==> src/rtl/mpmac_pkg.sv <==
package mpmac_pkg;

  typedef enum logic [2:0] {
    M_A2B2 = 3'd0,
    M_A2B4 = 3'd1,
    M_A2B8 = 3'd2,
    M_A4B4 = 3'd3,
    M_A4B8 = 3'd4,
    M_A8B8 = 3'd5,
    M_RSV6 = 3'd6,
    M_RSV7 = 3'd7
  } prec_mode_e;

  // width of the signed operand for a mode
  function automatic int a_width(input logic [2:0] m);
    case (prec_mode_e'(m))
      M_A2B2, M_A2B4, M_A2B8: return 2;
      M_A4B4, M_A4B8:         return 4;
      default:                return 8;
    endcase
  endfunction

  // width of the unsigned operand for a mode
  function automatic int b_width(input logic [2:0] m);
    case (prec_mode_e'(m))
      M_A2B2:         return 2;
      M_A2B4, M_A4B4: return 4;
      default:        return 8;
    endcase
  endfunction

  // accumulator segments a product of this mode can reach without sign/carry
  function automatic int seg_need(input logic [2:0] m, input int seg_w);
    return (a_width(m) + b_width(m) + seg_w - 1) / seg_w;
  endfunction

endpackage

==> src/rtl/mpmac_opnd_fmt.sv <==
module mpmac_opnd_fmt #(
  parameter int OP_W = 8
) (
  input  logic [2:0]      mode,
  input  logic [OP_W-1:0] a_raw,
  input  logic [OP_W-1:0] b_raw,
  output logic [OP_W-1:0] a_ext,
  output logic [OP_W-1:0] b_ext,
  output logic            zero_op
);
  import mpmac_pkg::*;

  int aw;
  int bw;

  always_comb begin
    aw = a_width(mode);
    bw = b_width(mode);
    for (int i = 0; i < OP_W; i++) begin
      a_ext[i] = (i < aw) ? a_raw[i] : a_raw[aw-1];
      b_ext[i] = (i < bw) ? b_raw[i] : 1'b0;
    end
    zero_op = (a_ext == '0) || (b_ext == '0);
  end

endmodule

==> src/rtl/mpmac_sa_mul.sv <==
module mpmac_sa_mul #(
  parameter int OP_W = 8,
  localparam int PW  = 2 * OP_W
) (
  input  logic                 run,
  input  logic [OP_W-1:0]      a_ext,
  input  logic [OP_W-1:0]      b_ext,
  output logic [OP_W-1:0]      pp_live,
  output logic signed [PW-1:0] product
);

  logic signed [PW-1:0] a_wide;
  assign a_wide = PW'($signed(a_ext));

  // one shifted copy of A per set multiplier bit; nothing when idle
  always_comb begin
    product = '0;
    for (int i = 0; i < OP_W; i++) begin
      pp_live[i] = run & b_ext[i];
      if (pp_live[i]) product = product + (a_wide << i);
    end
  end

endmodule

==> src/rtl/mpmac_cla_seg.sv <==
module mpmac_cla_seg #(
  parameter int W = 8
) (
  input  logic         clk,
  input  logic         rst_n,
  input  logic         clr,
  input  logic         en,
  input  logic [W-1:0] addend,
  input  logic         cin,
  output logic [W-1:0] q,
  output logic         cout
);

  // flat lookahead: every carry from generate/propagate terms directly
  function automatic logic [W:0] lookahead(input logic [W-1:0] g,
                                           input logic [W-1:0] p,
                                           input logic c0);
    logic [W:0] c;
    logic term;
    c = '0;
    c[0] = c0;
    for (int i = 0; i < W; i++) begin
      term = c0;
      for (int j = 0; j <= i; j++) term = term & p[j];
      c[i+1] = term;
      for (int j = 0; j <= i; j++) begin
        term = g[j];
        for (int k = j + 1; k <= i; k++) term = term & p[k];
        c[i+1] = c[i+1] | term;
      end
    end
    return c;
  endfunction

  logic [W-1:0] gen, prop, sum;
  logic [W:0]   cy;

  assign gen  = q & addend;
  assign prop = q ^ addend;
  assign cy   = lookahead(gen, prop, cin);
  assign sum  = prop ^ cy[W-1:0];
  assign cout = cy[W];

  always_ff @(posedge clk or negedge rst_n) begin
    if (!rst_n)   q <= '0;
    else if (clr) q <= '0;
    else if (en)  q <= sum;
  end

endmodule

==> src/rtl/mixed_prec_mac.sv <==
module mixed_prec_mac #(
  parameter int OP_W  = 8,
  parameter int SEG_W = 8,
  parameter int N_SEG = 3
) (
  input  logic                   clk,
  input  logic                   rst_n,
  input  logic                   clr,
  input  logic                   in_valid,
  input  logic [2:0]             mode,
  input  logic [OP_W-1:0]        op_a,
  input  logic [OP_W-1:0]        op_b,
  output logic [SEG_W*N_SEG-1:0] acc_out
);
  import mpmac_pkg::*;

  localparam int PROD_W = 2 * OP_W;
  localparam int ACC_W  = SEG_W * N_SEG;

  logic [OP_W-1:0]          a_ext, b_ext, pp_live;
  logic                     zero_op, mul_run;
  logic signed [PROD_W-1:0] product;
  logic [ACC_W-1:0]         addend;
  logic [N_SEG-1:0]         seg_en;
  logic [N_SEG:0]           carry;
  int                       need_segs;

  mpmac_opnd_fmt #(.OP_W(OP_W)) u_fmt (
    .mode(mode), .a_raw(op_a), .b_raw(op_b),
    .a_ext(a_ext), .b_ext(b_ext), .zero_op(zero_op)
  );

  // zero-aware gate: multiply and update only for a live nonzero pair
  assign mul_run = in_valid & ~clr & ~zero_op;

  mpmac_sa_mul #(.OP_W(OP_W)) u_mul (
    .run(mul_run), .a_ext(a_ext), .b_ext(b_ext),
    .pp_live(pp_live), .product(product)
  );

  assign addend    = ACC_W'(product);
  assign need_segs = seg_need(mode, SEG_W);
  assign carry[0]  = 1'b0;

  for (genvar k = 0; k < N_SEG; k++) begin : g_seg
    assign seg_en[k] = mul_run & ((k < need_segs) | carry[k]
                                  | (|addend[k*SEG_W +: SEG_W]));
    mpmac_cla_seg #(.W(SEG_W)) u_seg (
      .clk(clk), .rst_n(rst_n), .clr(clr), .en(seg_en[k]),
      .addend(addend[k*SEG_W +: SEG_W]), .cin(carry[k]),
      .q(acc_out[k*SEG_W +: SEG_W]), .cout(carry[k+1])
    );
  end

endmodule

==> config.mk <==
export PLATFORM = sky130hd
export DESIGN_NAME = mixed_prec_mac
export DESIGN_NICKNAME = d
export VERILOG_FILES = /design/src/rtl/mpmac_pkg.sv /design/src/rtl/mpmac_opnd_fmt.sv /design/src/rtl/mpmac_sa_mul.sv /design/src/rtl/mpmac_cla_seg.sv /design/src/rtl/mixed_prec_mac.sv
export SDC_FILE = /design/constraint.sdc
export NUM_CORES = 1
export LEC_CHECK = 0
export CAP_MARGIN = 20
export CELL_PAD_IN_SITES_DETAIL_PLACEMENT = 1
export CELL_PAD_IN_SITES_GLOBAL_PLACEMENT = 1
export CORE_MARGIN = 5
export CORE_UTILIZATION = 50
export CTS_CLUSTER_DIAMETER = 150
export CTS_CLUSTER_SIZE = 25
export DETAILED_ROUTE_END_ITERATION = 7
export PLACE_DENSITY = 0.94
export SLEW_MARGIN = 20
export SYNTH_ARGS = -nofsm -noshare
export SYNTH_HDL_FRONTEND = slang
export SYNTH_SLANG_ARGS = --single-unit
==> constraint.sdc <==
create_clock -name clk -period 9.68 [get_ports clk]
set_input_delay 1.452 -clock clk [delete_from_list [all_inputs] [get_ports clk]]
set_output_delay 1.452 -clock clk [all_outputs]
set_load 0.05 [all_outputs]
==> run_results.csv, run 1 <==
group,metric,value,unit
floorplan,start_util,51.3,%
synthesis,syn_nets,1034,
placement,gp_congestion,0.940,
synthesis,synth_area,0.00684,mm2
placement,io_buffers,46,
floorplan,pin_count,47,
synthesis,ys.flop_type,"dfrtp_1",
synthesis,ys_types,77,
synthesis,ys_warn_count,0,
floorplan,die_w,127,um
synthesis,synth_edf_count,0,
synthesis,async_flop_share,100,%
synthesis,synth_top_area_cell,"ha_1",
placement,place_hpwl,38300,um
floorplan,rows,42,
synthesis,ys_seq_elements,24,
synthesis,yosysSeqAreaShare,8.78,%
run_status,stop_stage,"detailed placement",
run_status,status,"stopped before the end",
synthesis,synth_area_leaders,"ha_1, dfrtp_1, nand2_1",
synthesis,avgSynthCellArea,7.64,um2
floorplan,die_height,127,um
run_status,stop_error,"[ERROR DPL-0033] detailed placement checks failed during check placement.",
synthesis,syn_inst,896,
synthesis,yosys.area.top_type_share,19.0,%
## cells in the mapped netlist, drive strengths merged (16+ instances only)
library cell    n
xnor2          34
xor2           37
ha            104
nor3           16
a21oi          49
clkbuf         18
a21o           35
nor2           92
nand2         116
mux2i          22
and3           17
inv            33
nand3          20
o21ai          40
dfrtp          24
## cell families after synthesis
group / count (synthesis) / share of synthesized area, %
mux: 32 / 4.86
compound gates: 273 / 29.3
buf+inv: 61 / 3.80
xor+xnor: 71 / 9.09
fa+ha+maj: 115 / 22.2
simple gates: 320 / 21.9
flops: 24 / 8.78
## metrics by stage
step	TNS [ps]	cells	instance area [um2]
global placement	-75260	1422	10300
floorplan	-56600	896	7220
==> run 2, diff against run 1 <==
CELL_PAD_IN_SITES_DETAIL_PLACEMENT = default   (was 1)
CELL_PAD_IN_SITES_GLOBAL_PLACEMENT = default   (was 1)
CORE_UTILIZATION = 40   (was 50)
CTS_CLUSTER_DIAMETER = default   (was 150)
CTS_CLUSTER_SIZE = default   (was 25)
PLACE_DENSITY = default   (was 0.94)
PLACE_DENSITY_LB_ADDON = 0.15   (was default)
==> run 2 against run 1 <==
  * Synthesized cell count unchanged
  * Area after synthesis unchanged
  * The flow now finishes, with violations (setup timing)
==> run_results.csv, run 2 <==
group,metric,value,unit
run_status,status,"complete, but fails checks",
run_status,violations,"setup timing",
timing,timing.final.crit_share,152,%
detailed_routing,vias_per_cell,5.61,
timing,rsz0062_at_grt,"true",
setup_path,reg2regPathDepth,31,
timing,tightest_slew,552,ps
synthesis,ys_types,77,
global_route,gr-total-overflow,0,
cts,cts_tree,"built",
detailed_routing,postRouteAntennaNets,0,
final_layout,final_util,72.9,%
placement,gp_congestion,0.912,
setup_path,critPathMostFrequentCell,"buf_4",
synthesis,synth_commonest_cells,"nand2_1, ha_1, nor2_1",
pwr,p_sw_share,45.2,%
hold_path,holdCritPathClass,"reg2reg",
detailed_routing,drc_errors,0,
setup_path,endpoint_kind,"register",
synthesis,synth_edf_count,0,
pwr,switching_power,0.000967,W
final_layout,antennaDiodeCount,0,
synthesis,yosys.area_share.simple,21.9,%
global_route,gr-max-usage-layer,"met2",
synthesis,synth_top_family_by_area,"compound AO/OA/AOI/OAI gates",
setup_path,worstPathArrival,14940,ps
cts,clk_pin_slew_worst_paths,60,ps
global_route,grt_max_degree,27,
setup_path,cp_slowest_cell,"or4_4",
timing,max_freq,67.8,MHz
global_route,grt.met1_usage,34.1,%
timing,setup_violations,24,
global_route,met3_usage,2.30,%
synthesis,ys.flop_type,"dfrtp_1",
pwr,p_seq_share,7.5,%
timing,finalCriticalPeriod,14740,ps
synthesis,syn_nets,1034,
synthesis,async_flop_share,100,%
detailed_routing,first_pass_iters,5,
floorplan,die_area,0.0198,mm2
synthesis,synth_compound_area_share,29.3,%
synthesis,syn_inst,896,
global_route,grt_pass1_vias,9093,
cts,cts_buffer_depth,2,
hold_path,whs_path_depth,1,
placement,place_hpwl,19500,um
cts,cts_sinks,24,
final_layout,final_area,0.0122,mm2
final_layout,finalNetCount,1511,
pwr,leakage,6.00,nW
synthesis,synth_area_leaders,"ha_1, dfrtp_1, nand2_1",
pwr,pwr-share-comb,87.8,%
floorplan,rows,47,
timing,drv_slew,0,
timing,hold_ws,560,ps
floorplan,core_region_area,0.0167,mm2
timing,maxSlewHeadroom,63.0,%
detailed_routing,num_vias,8929,
timing,fin_tns_setup,-67680,ps
timing,skew,3.45,ps
placement,placed_area,0.0104,mm2
floorplan,start_util,41.0,%
final_layout,final_common_cell,"buf_4",
placement,io_buffers,46,
timing,worst_slack,-5060,ps
synthesis,yosys.area.top_type_share,19.0,%
final_layout,layout-drive-gt1-share,48.5,%
synthesis,synth_fa_ha_area_share,22.2,%
global_route,grt_pass1_wl,44800,um
detailed_routing,routedWlPerCell,18.1,um
final_layout,largest_reg_flops,24,
detailed_routing,drt_iter0_drc,537,
setup_path,reg2reg_slack,3660,ps
pwr,pwr-share-clk,4.8,%
synthesis,synth_area,0.00684,mm2
setup_path,start_kind,"input pin",
final_layout,largestRegisters,"g_seg.u_seg.q: 24 flops",
hold_path,hold_path.startpoint,"g_seg[2].u_seg.q[5]",
global_route,grtUsageMet2,48.6,%
final_layout,syn2layout_area_growth,77.9,%
synthesis,synthXorXnorAreaFrac,9.09,%
floorplan,die_height,141,um
synthesis,avgSynthCellArea,7.64,um2
setup_path,path_class,"in2reg",
setup_path,reg2reg_from,"g_seg[0].u_seg.q[1]",
synthesis,ys_seq_elements,24,
synthesis,synth_most_common_cell,"nand2_1",
global_route,grtUsageTotal,27.1,%
cts,clkLatencyLatePin,270,ps
floorplan,die_w,141,um
run,max_cap_violations,0,
synthesis,synthMuxAreaShare,4.86,%
setup_path,reg2reg_to,"g_seg[2].u_seg.q[7]",
placement,dp_cells,1473,
cts,htreeDepth,1,
cts,cts-root-buf,"clkbuf_16",
setup_path,critPathRequiredTime,9880,ps
final_layout,final_cell_mix,"buf_4, nand2_1, nor2_1, ha_1, clkdlybuf4s50_1",
setup_path,slowest_delay,560,ps
synthesis,ys_warn_count,0,
pwr,intPower,0.00117,W
global_route,antenna_found_initial,0,
setup_path,cp_max_fo,4,
timing,hold_violations,0,
synthesis,synth_top_area_cell,"ha_1",
pwr,power.density,176,mW/mm2
cts,cts_buffers,3,
detailed_routing,totalWireLength,28900,um
floorplan,pin_count,47,
final_layout,fin_cells,1592,
synthesis,yosysSeqAreaShare,8.78,%
hold_path,holdPathEnd,"g_seg[2].u_seg.q[5]",
final_layout,largest-register,"g_seg.u_seg.q",
pwr,vdd_drop_max,0.214,mV
## run 2: final cells by class
type / instances / area [um2]
clock buffer: 4 / 88.8
multi-input combinational: 812 / 7120
sequential: 24 / 601
tap: 220 / 275
inverter: 34 / 128
fill: 1226 / 4530
timing repair buffer: 498 / 3960
## run 2: how the worst max path moves through the flow
stage	cells past startpoint	from	slack, ps	end
6_report	70	mode[0]	-5060	g_seg[2].u_seg.q[7]
5_1_grt	67	mode[0]	-5460	g_seg[2].u_seg.q[7]
4_1_cts	69	mode[0]	-4340	g_seg[2].u_seg.q[7]
3_5_place_dp	70	mode[0]	-5480	g_seg[2].u_seg.q[7]
3_3_place_gp	69	mode[0]	-5210	g_seg[2].u_seg.q[7]
2_1_floorplan	68	mode[2]	-4410	g_seg[2].u_seg.q[7]
## run 2: cell families after synthesis
logic type / after synthesis
AOI/OAI and AO/OA: 273
xor gates and xnor gates: 71
adders and majority gates: 115
buffers and inverters: 61
DFF: 24
muxes: 32
and+or+nand+nor: 320
## run 2: routing by layer
layer	wire length, um	up-vias	share of wire, %
li1	-	4301	-
met5	0	-	0
met2	14200	294	49
met4	1210	0	4.2
met1	12400	4231	43
met3	1140	103	4.0
## run 2: worst max-delay path, delay by kind of cell
kind | cells | cell delay, ps
xor gates and xnor gates | 4 | 680
muxes | 3 | 830
adders and majority gates | 9 | 2200
and+or+nand+nor | 11 | 2130
AOI/OAI and AO/OA | 28 | 5770
buffers and inverters | 15 | 1840
## run 2: repair_timing
action | CTS | global route
gates resized for setup | 115 | 75
hold buffers | 0 | 0
pin swaps | 77 | 76
gates cloned | 2 | 0
setup endpoints to repair | 24 | 24
setup buffers | 88 | 28
## run 2: through the flow
stage | total power (W) | setup slack (ps)
floorplan | 0.00104 | -4410
global placement | 0.00164 | -5210
detailed placement | 0.00166 | -5480
CTS | 0.00197 | -4340
global route | 0.00229 | -5460
finish | 0.00214 | -5060
## run 2: power groups by stage
stage | registers [W] | clock network (W) | logic, W
finish | 0.000159 | 0.000102 | 0.00188
global route | 0.000165 | 0.000108 | 0.00201
CTS | 0.000159 | 0.000104 | 0.00170
detailed placement | 0.000159 | 0 | 0.00150
global placement | 0.000160 | 0 | 0.00148
floorplan | 0.000255 | 0 | 0.000783
(Power assumes the default switching activity.)
